$ cat src/rtl/crt_pkg.sv
package crt_pkg;
  localparam int ADDR_W = 3;
  localparam int BYTE_W = 8;
  localparam int CNT_W  = 16;

  localparam logic [ADDR_W-1:0] A_REL_LO = 3'd0;
  localparam logic [ADDR_W-1:0] A_REL_HI = 3'd1;
  localparam logic [ADDR_W-1:0] A_CAP_LO = 3'd2;
  localparam logic [ADDR_W-1:0] A_CAP_HI = 3'd3;
  localparam logic [ADDR_W-1:0] A_MIN_LO = 3'd4;
  localparam logic [ADDR_W-1:0] A_MIN_HI = 3'd5;
  localparam logic [ADDR_W-1:0] A_CTLA   = 3'd6;
  localparam logic [ADDR_W-1:0] A_CTLB   = 3'd7;

  // control A, bit 7 down to bit 0
  typedef struct packed {
    logic ovf;
    logic div8;
    logic live;
    logic rel_en;
    logic run;
    logic rise_en;
    logic fall_en;
    logic src_b;
  } ctla_t;

  localparam int CB_TELE  = 0;
  localparam int CB_FIRST = 1;
  localparam int CB_XDIV  = 2;
endpackage

$ cat src/rtl/crt_sync_edge.sv
module crt_sync_edge #(
  parameter int STAGES = 2
) (
  input  logic clk,
  input  logic rst,
  input  logic pin,
  output logic rise,
  output logic fall
);
  localparam int SH_W = STAGES + 1;
  logic [SH_W-1:0] sh_q;

  always_ff @(posedge clk) begin
    if (rst) sh_q <= '0;
    else     sh_q <= {sh_q[SH_W-2:0], pin};
  end

  assign rise =  sh_q[STAGES-1] & ~sh_q[STAGES];
  assign fall = ~sh_q[STAGES-1] &  sh_q[STAGES];
endmodule

$ cat src/rtl/crt_prescaler.sv
module crt_prescaler #(
  parameter int BASE_W = 3,
  parameter int XDIV_W = 3
) (
  input  logic clk,
  input  logic rst,
  input  logic run,
  input  logic div8,
  input  logic xdiv,
  output logic tick
);
  localparam logic [BASE_W-1:0] MASK_LONG  = {BASE_W{1'b1}};
  localparam logic [BASE_W-1:0] MASK_SHORT = {1'b0, {(BASE_W-1){1'b1}}};
  localparam logic [XDIV_W-1:0] XDIV_LAST  = {XDIV_W{1'b1}};

  logic [BASE_W-1:0] base_q;
  logic [XDIV_W-1:0] ext_q;
  logic              base_wrap;

  assign base_wrap = (base_q == (div8 ? MASK_LONG : MASK_SHORT));
  assign tick      = run && base_wrap && (!xdiv || ext_q == XDIV_LAST);

  always_ff @(posedge clk) begin
    if (rst || !run) begin
      base_q <= '0;
      ext_q  <= '0;
    end else begin
      base_q <= base_wrap ? '0 : base_q + 1'b1;
      if (base_wrap && xdiv) ext_q <= ext_q + 1'b1;
    end
  end
endmodule

$ cat src/rtl/crt_capture_core.sv
module crt_capture_core #(
  parameter int CNT_W = 16
) (
  input  logic             clk,
  input  logic             rst,
  input  logic             tick,
  input  logic             evt,
  input  logic             rel_en,
  input  logic [CNT_W-1:0] reload,
  input  logic [CNT_W-1:0] min_val,
  input  logic             tele_en,
  input  logic             first_clr,
  output logic [CNT_W-1:0] count,
  output logic [CNT_W-1:0] cap,
  output logic             first,
  output logic             ovf_hit,
  output logic             irq
);
  localparam logic [CNT_W-1:0] CNT_MAX = {CNT_W{1'b1}};
  logic load;
  logic qualified;

  assign load      = evt && rel_en;
  assign ovf_hit   = tick && !load && (count == CNT_MAX);
  assign qualified = !tele_en || (first && count >= min_val);

  always_ff @(posedge clk) begin
    if (rst) begin
      count <= '0;
      cap   <= '0;
      first <= 1'b0;
      irq   <= 1'b0;
    end else begin
      if (load)      count <= reload;
      else if (tick) count <= count + 1'b1;
      if (evt) cap <= count;
      if (evt && tele_en) first <= ~first;
      else if (first_clr) first <= 1'b0;
      irq <= evt && qualified;
    end
  end
endmodule

$ cat src/rtl/crt_timer.sv
module crt_timer
  import crt_pkg::*;
#(
  parameter int SYNC_STAGES = 2,
  parameter int BASE_W      = 3,
  parameter int XDIV_W      = 3,
  parameter int N_SRC       = 2
) (
  input  logic              clk,
  input  logic              rst,
  input  logic              reg_we,
  input  logic [ADDR_W-1:0] reg_addr,
  input  logic [BYTE_W-1:0] reg_wdata,
  output logic [BYTE_W-1:0] reg_rdata,
  input  logic              cap_pin_a,
  input  logic              cap_pin_b,
  output logic              irq
);
  ctla_t            ctla_q;
  logic             tele_q;
  logic             xdiv_q;
  logic [CNT_W-1:0] reload_q;
  logic [CNT_W-1:0] min_q;
  logic [CNT_W-1:0] count_q;
  logic [CNT_W-1:0] cap_q;
  logic             first_q;
  logic             ovf_hit;
  logic             tick;
  logic             cap_evt;
  logic             wr_a, wr_b;
  logic [N_SRC-1:0] pins, rise_v, fall_v;
  logic [BYTE_W-1:0] rd_next;
  logic [CNT_W-1:0] cap_view;

  assign pins = {cap_pin_b, cap_pin_a};
  assign wr_a = reg_we && reg_addr == A_CTLA;
  assign wr_b = reg_we && reg_addr == A_CTLB;

  for (genvar g = 0; g < N_SRC; g++) begin : g_src
    crt_sync_edge #(.STAGES(SYNC_STAGES)) u_sync (
      .clk (clk),
      .rst (rst),
      .pin (pins[g]),
      .rise(rise_v[g]),
      .fall(fall_v[g])
    );
  end

  assign cap_evt = !ctla_q.live &&
                   ((ctla_q.rise_en && rise_v[ctla_q.src_b]) ||
                    (ctla_q.fall_en && fall_v[ctla_q.src_b]));

  crt_prescaler #(.BASE_W(BASE_W), .XDIV_W(XDIV_W)) u_pre (
    .clk (clk),
    .rst (rst),
    .run (ctla_q.run),
    .div8(ctla_q.div8),
    .xdiv(xdiv_q),
    .tick(tick)
  );

  crt_capture_core #(.CNT_W(CNT_W)) u_core (
    .clk      (clk),
    .rst      (rst),
    .tick     (tick),
    .evt      (cap_evt),
    .rel_en   (ctla_q.rel_en),
    .reload   (reload_q),
    .min_val  (min_q),
    .tele_en  (tele_q),
    .first_clr(wr_b && !reg_wdata[CB_FIRST]),
    .count    (count_q),
    .cap      (cap_q),
    .first    (first_q),
    .ovf_hit  (ovf_hit),
    .irq      (irq)
  );

  always_ff @(posedge clk) begin
    if (rst) begin
      ctla_q   <= '0;
      tele_q   <= 1'b0;
      xdiv_q   <= 1'b0;
      reload_q <= '0;
      min_q    <= '0;
    end else begin
      if (reg_we) begin
        case (reg_addr)
          A_REL_LO: reload_q[7:0]  <= reg_wdata;
          A_REL_HI: reload_q[15:8] <= reg_wdata;
          A_MIN_LO: min_q[7:0]     <= reg_wdata;
          A_MIN_HI: min_q[15:8]    <= reg_wdata;
          A_CTLB: begin
            tele_q <= reg_wdata[CB_TELE];
            xdiv_q <= reg_wdata[CB_XDIV];
          end
          default: ;
        endcase
      end
      if (wr_a) ctla_q[6:0] <= reg_wdata[6:0];
      if (ovf_hit)                   ctla_q.ovf <= 1'b1;
      else if (wr_a && !reg_wdata[7]) ctla_q.ovf <= 1'b0;
    end
  end

  assign cap_view = ctla_q.live ? count_q : cap_q;

  always_comb begin
    case (reg_addr)
      A_REL_LO: rd_next = reload_q[7:0];
      A_REL_HI: rd_next = reload_q[15:8];
      A_CAP_LO: rd_next = cap_view[7:0];
      A_CAP_HI: rd_next = cap_view[15:8];
      A_MIN_LO: rd_next = min_q[7:0];
      A_MIN_HI: rd_next = min_q[15:8];
      A_CTLA:   rd_next = ctla_q;
      default:  rd_next = {5'd0, xdiv_q, first_q, tele_q};
    endcase
  end

  always_ff @(posedge clk) begin
    if (rst) reg_rdata <= '0;
    else     reg_rdata <= rd_next;
  end
endmodule

$ cat config.mk
export PLATFORM = sky130hd
export DESIGN_NAME = crt_timer
export DESIGN_NICKNAME = d
export VERILOG_FILES = /design/src/rtl/crt_pkg.sv /design/src/rtl/crt_sync_edge.sv /design/src/rtl/crt_prescaler.sv /design/src/rtl/crt_capture_core.sv /design/src/rtl/crt_timer.sv
export SDC_FILE = /design/constraint.sdc
export NUM_CORES = 1
export LEC_CHECK = 0
export ABC_AREA = 1
export ABC_CLOCK_PERIOD_IN_PS = 2800
export BUFFER_PORTS_ARGS = -buffer_cell sky130_fd_sc_hd__buf_2
export CELL_PAD_IN_SITES_DETAIL_PLACEMENT = 1
export CELL_PAD_IN_SITES_GLOBAL_PLACEMENT = 2
export CORE_ASPECT_RATIO = 1.1
export CORE_MARGIN = 2
export CORE_UTILIZATION = 37
export CTS_CLUSTER_SIZE = 16
export DETAILED_ROUTE_END_ITERATION = 10
export MAX_ROUTING_LAYER = met4
export PLACE_DENSITY_LB_ADDON = 0.1
export SLEW_MARGIN = 20
export SYNTH_ARGS = -nofsm -noshare
export SYNTH_HDL_FRONTEND = slang
export SYNTH_SLANG_ARGS = --single-unit
$ cat constraint.sdc
create_clock -name clk -period 2.8 [get_ports clk]
set_input_delay 0.56 -clock clk [delete_from_list [all_inputs] [get_ports clk]]
set_output_delay 0.56 -clock clk [all_outputs]
set_load 0.02 [all_outputs]
==> flow_summary.toml <==
[status]
status = "finished clean"

[power]
power_density_nw_per_um2 = 520
switching_share_pct = 25.0
clkPwrFrac_pct = 42.7
leakage_uw = 0.00221
internal-power_uw = 2100
switching_power_uw = 701
ir_drop_mv = 0.411
seq_power_share_pct = 50.5
pwr-share-comb_pct = 6.8

[logic_synthesis]
synth_fa_ha_area_share_pct = 5.11
yosys_warnings = 0
ys_ff_latch = 96
synth_seq_area_share_pct = 39.2
synth-xor-area-share_pct = 1.61
synth_area_leaders = "dfxtp_1 39%, nand2_1 11%, o21ai_0 8.8%, inv_1 7.0%, a21oi_1 6.9%"
syn_area_um2 = 4900
synth-simple-area-share_pct = 24.5
synth_compound_area_share_pct = 18.9
netlist.area_leader.share_pct = 39.2
synth_top_family_by_area = "simple AND/OR/NAND/NOR gates"
ys.flop_type = "dfxtp_1"
synth_cell_types = 35
synth_edf_count = 0
syn_inst = 709
synth_mux_area_share_pct = 0
syn_area_per_cell_um2 = 6.91
syn_nets = 745
yosysTopAreaCell = "dfxtp_1"
async_flop_share_pct = 0

[final_layout]
drive_gt1_share_pct = 7.88
diodes = 0
nets = 755
fin_cells = 884
area_delta_synth_final_pct = 9.86
nFillCells = 1685

[worst_setup_path]
start_kind = "flop"
rr_startpoint = "ctla_q[5]$_SDFFE_PP0P_"
end_kind = "flop"
cp.required_ps = 3040
crit_fanout = 33
crit_type = "flop to flop"
cp-startpoint = "ctla_q[5]$_SDFFE_PP0P_"
cp.arrival_ps = 2300

[clock_network]
cts.root.buffer_cell = "clkbuf_16"
cts_hold_buf = 0
h-tree-depth = 3
worstSkewPairLatency_ps = 350
tritoncts = "yes"
clk_path_buf_depth = 2
post_cts_buffers = 0
clk_pin_slew_ps = 60
cts_buffers = 9
cts.sinks = 96
ctsResizeCount = 0

[detailed_routing]
dr_total_vias = 4659
wl_per_cell_um = 18.6
drtPass1Iterations = 4
final_antenna_net_count = 0
via_per_inst = 5.27
finalWirelength_mm = 16.5
drc = 0
drt_iter0_drc = 231

[floorplan]
boundaryPins = 25
dieHeight_um = 125
fp.dieW_um = 114
coreArea_um2 = 13000
dieArea_um2 = 14200
rows = 44
initial_core_util_pct = 37.5

[global_routing]
track_usage_pct = 25.3
grt_pass1_wl_mm = 26.6
grt_start_max_net_pins = 68
grt_pass1_vias = 4803
antenna_found_initial = 0
overflow = 0

[timing]
max-slew-margin-rel_pct = 56.9
setup_violations = 0
finalHoldViolations = 0
rsz0062_at_grt = "no"
tns_ps = 0
worst_pin_slew_ps = 646
clock.fmax_mhz = 485
finalWorstPathRequiredPeriod_ps = 2060
fin_worst_skew_ps = 6.53
slew_violations = 0
finalCritPeriodShare_pct = 73.6

[place]
dp_hpwl_mm = 12.8
port_buffers = 24
dp.cells = 869
gp_congestion = 0.841

[flow_run]
maxCapViolations = 0

[min_path]
min_path_type = "flop to flop"
hold_path.startpoint = "g_src[0].u_sync.sh_q[0]$_SDFF_PP0_"
critical path: stages, from the launching register on:
cell and delay (ps):
dfxtp_1 730, inv_2 290, nand3_2 510, nand2_1 160
o21ai_0 190, nor2_1 70
synthesized netlist by cell type, types with 2 or more instances:
library cell,instances
a211oi_1,4
a21oi_1,68
a31oi_1,2
a41oi_1,2
buf_1,2
buf_2,9
buf_4,6
buf_6,2
clkbuf_1,8
dfxtp_1,96
ha_1,20
inv_1,92
inv_2,4
nand2_1,138
nand2_2,4
nand3_1,57
nand3_2,2
nand4_1,8
nor2_1,65
nor2_2,5
nor3_1,2
o211ai_1,2
o21ai_0,86
o21ai_1,2
o21bai_1,2
o22ai_1,5
xnor2_1,2
xor2_1,7
layout by cell type, fill, tap and decap left out, types with 2 or more instances in the layout:
cell and n:
nor3_1 2, o211ai_1 2, a31oi_1 2, nand4_1 8, xor2_1 7, nor2_2 5, o21bai_1 2, inv_1 92
a211oi_1 4, ha_1 20, inv_2 4, clkbuf_16 9, clkbuf_8 2, buf_2 24, nand3_1 57, nor2_1 65
o22ai_1 5, buf_4 2, nand2_2 4, nand2_1 138, dfxtp_1 96, a41oi_1 2, nand3_2 2, xnor2_1 2
a21oi_1 68, o21ai_1 2, o21ai_0 86
through the flow:
step | setup WS (ps) | hold WS [ps] | total power, uW | cell area (um^2) | util (%)
6_report | 740 | 406 | 2800 | 5380 | 41.2
5_1_grt | 484 | 410 | 2920 | 5380 | 41.2
4_1_cts | 737 | 397 | 2830 | 5380 | 41.2
3_5_place_dp | 637 | 397 | 1640 | 5100 | 39.1
3_3_place_gp | 618 | 397 | 1630 | 5100 | 39.1
2_1_floorplan | 1300 | 388 | 1550 | 4900 | -
power groups by stage:
stage	sequential, uW	combinational, uW	clock, uW
3_5_place_dp	1450	190	0
3_3_place_gp	1450	184	0
5_1_grt	1420	214	1290
2_1_floorplan	1440	115	0
6_report	1420	190	1200
4_1_cts	1410	190	1230
area by class of cell:
type / count / area, um^2 / share of cell area, %
Clock buffer: 12 / 256 / 4.77
Clock inverter: 3 / 25.0 / 0.465
Sequential cell: 96 / 1920 / 35.7
Inverter: 97 / 364 / 6.77
Tap cell: 161 / 201 / 3.74
Multi-Input combinational cell: 488 / 2460 / 45.7
Timing Repair Buffer: 27 / 155 / 2.88
final timing paths:
kind,to,cells after the start,slack (ps)
setup / recovery,u_core.count[2]$_SDFFE_PP0P_,5,740
setup reg to reg,u_core.count[2]$_SDFFE_PP0P_,5,740
hold / removal,g_src[0].u_sync.sh_q[1]$_SDFF_PP0_,2,410
hold reg to reg,g_src[0].u_sync.sh_q[1]$_SDFF_PP0_,2,410
cells by family after synthesis:
logic type | count (synthesis)
flip-flops | 96
buffers and inverters | 125
AO/OA/AOI/OAI | 176
XOR/XNOR | 9
adder cells (fa/ha/maj) | 20
AND/OR/NAND/NOR | 283
registers in the layout (all words and copies together), names as in the netlist, 6 cells and up:
register	flops
u_core.cap	16
min_q	16
u_core.count	16
ctla_q	8
reg_rdata	8
g_src.u_sync.sh_q	6
reload_q	16
layer usage:
layer	track usage [%]	wire [um]
met3	3.11	542
met4	8.11	240
met2	40.9	7920
met5	-	0
met1	33.1	7760
No activity file was read; power rests on OpenSTA's default activity.
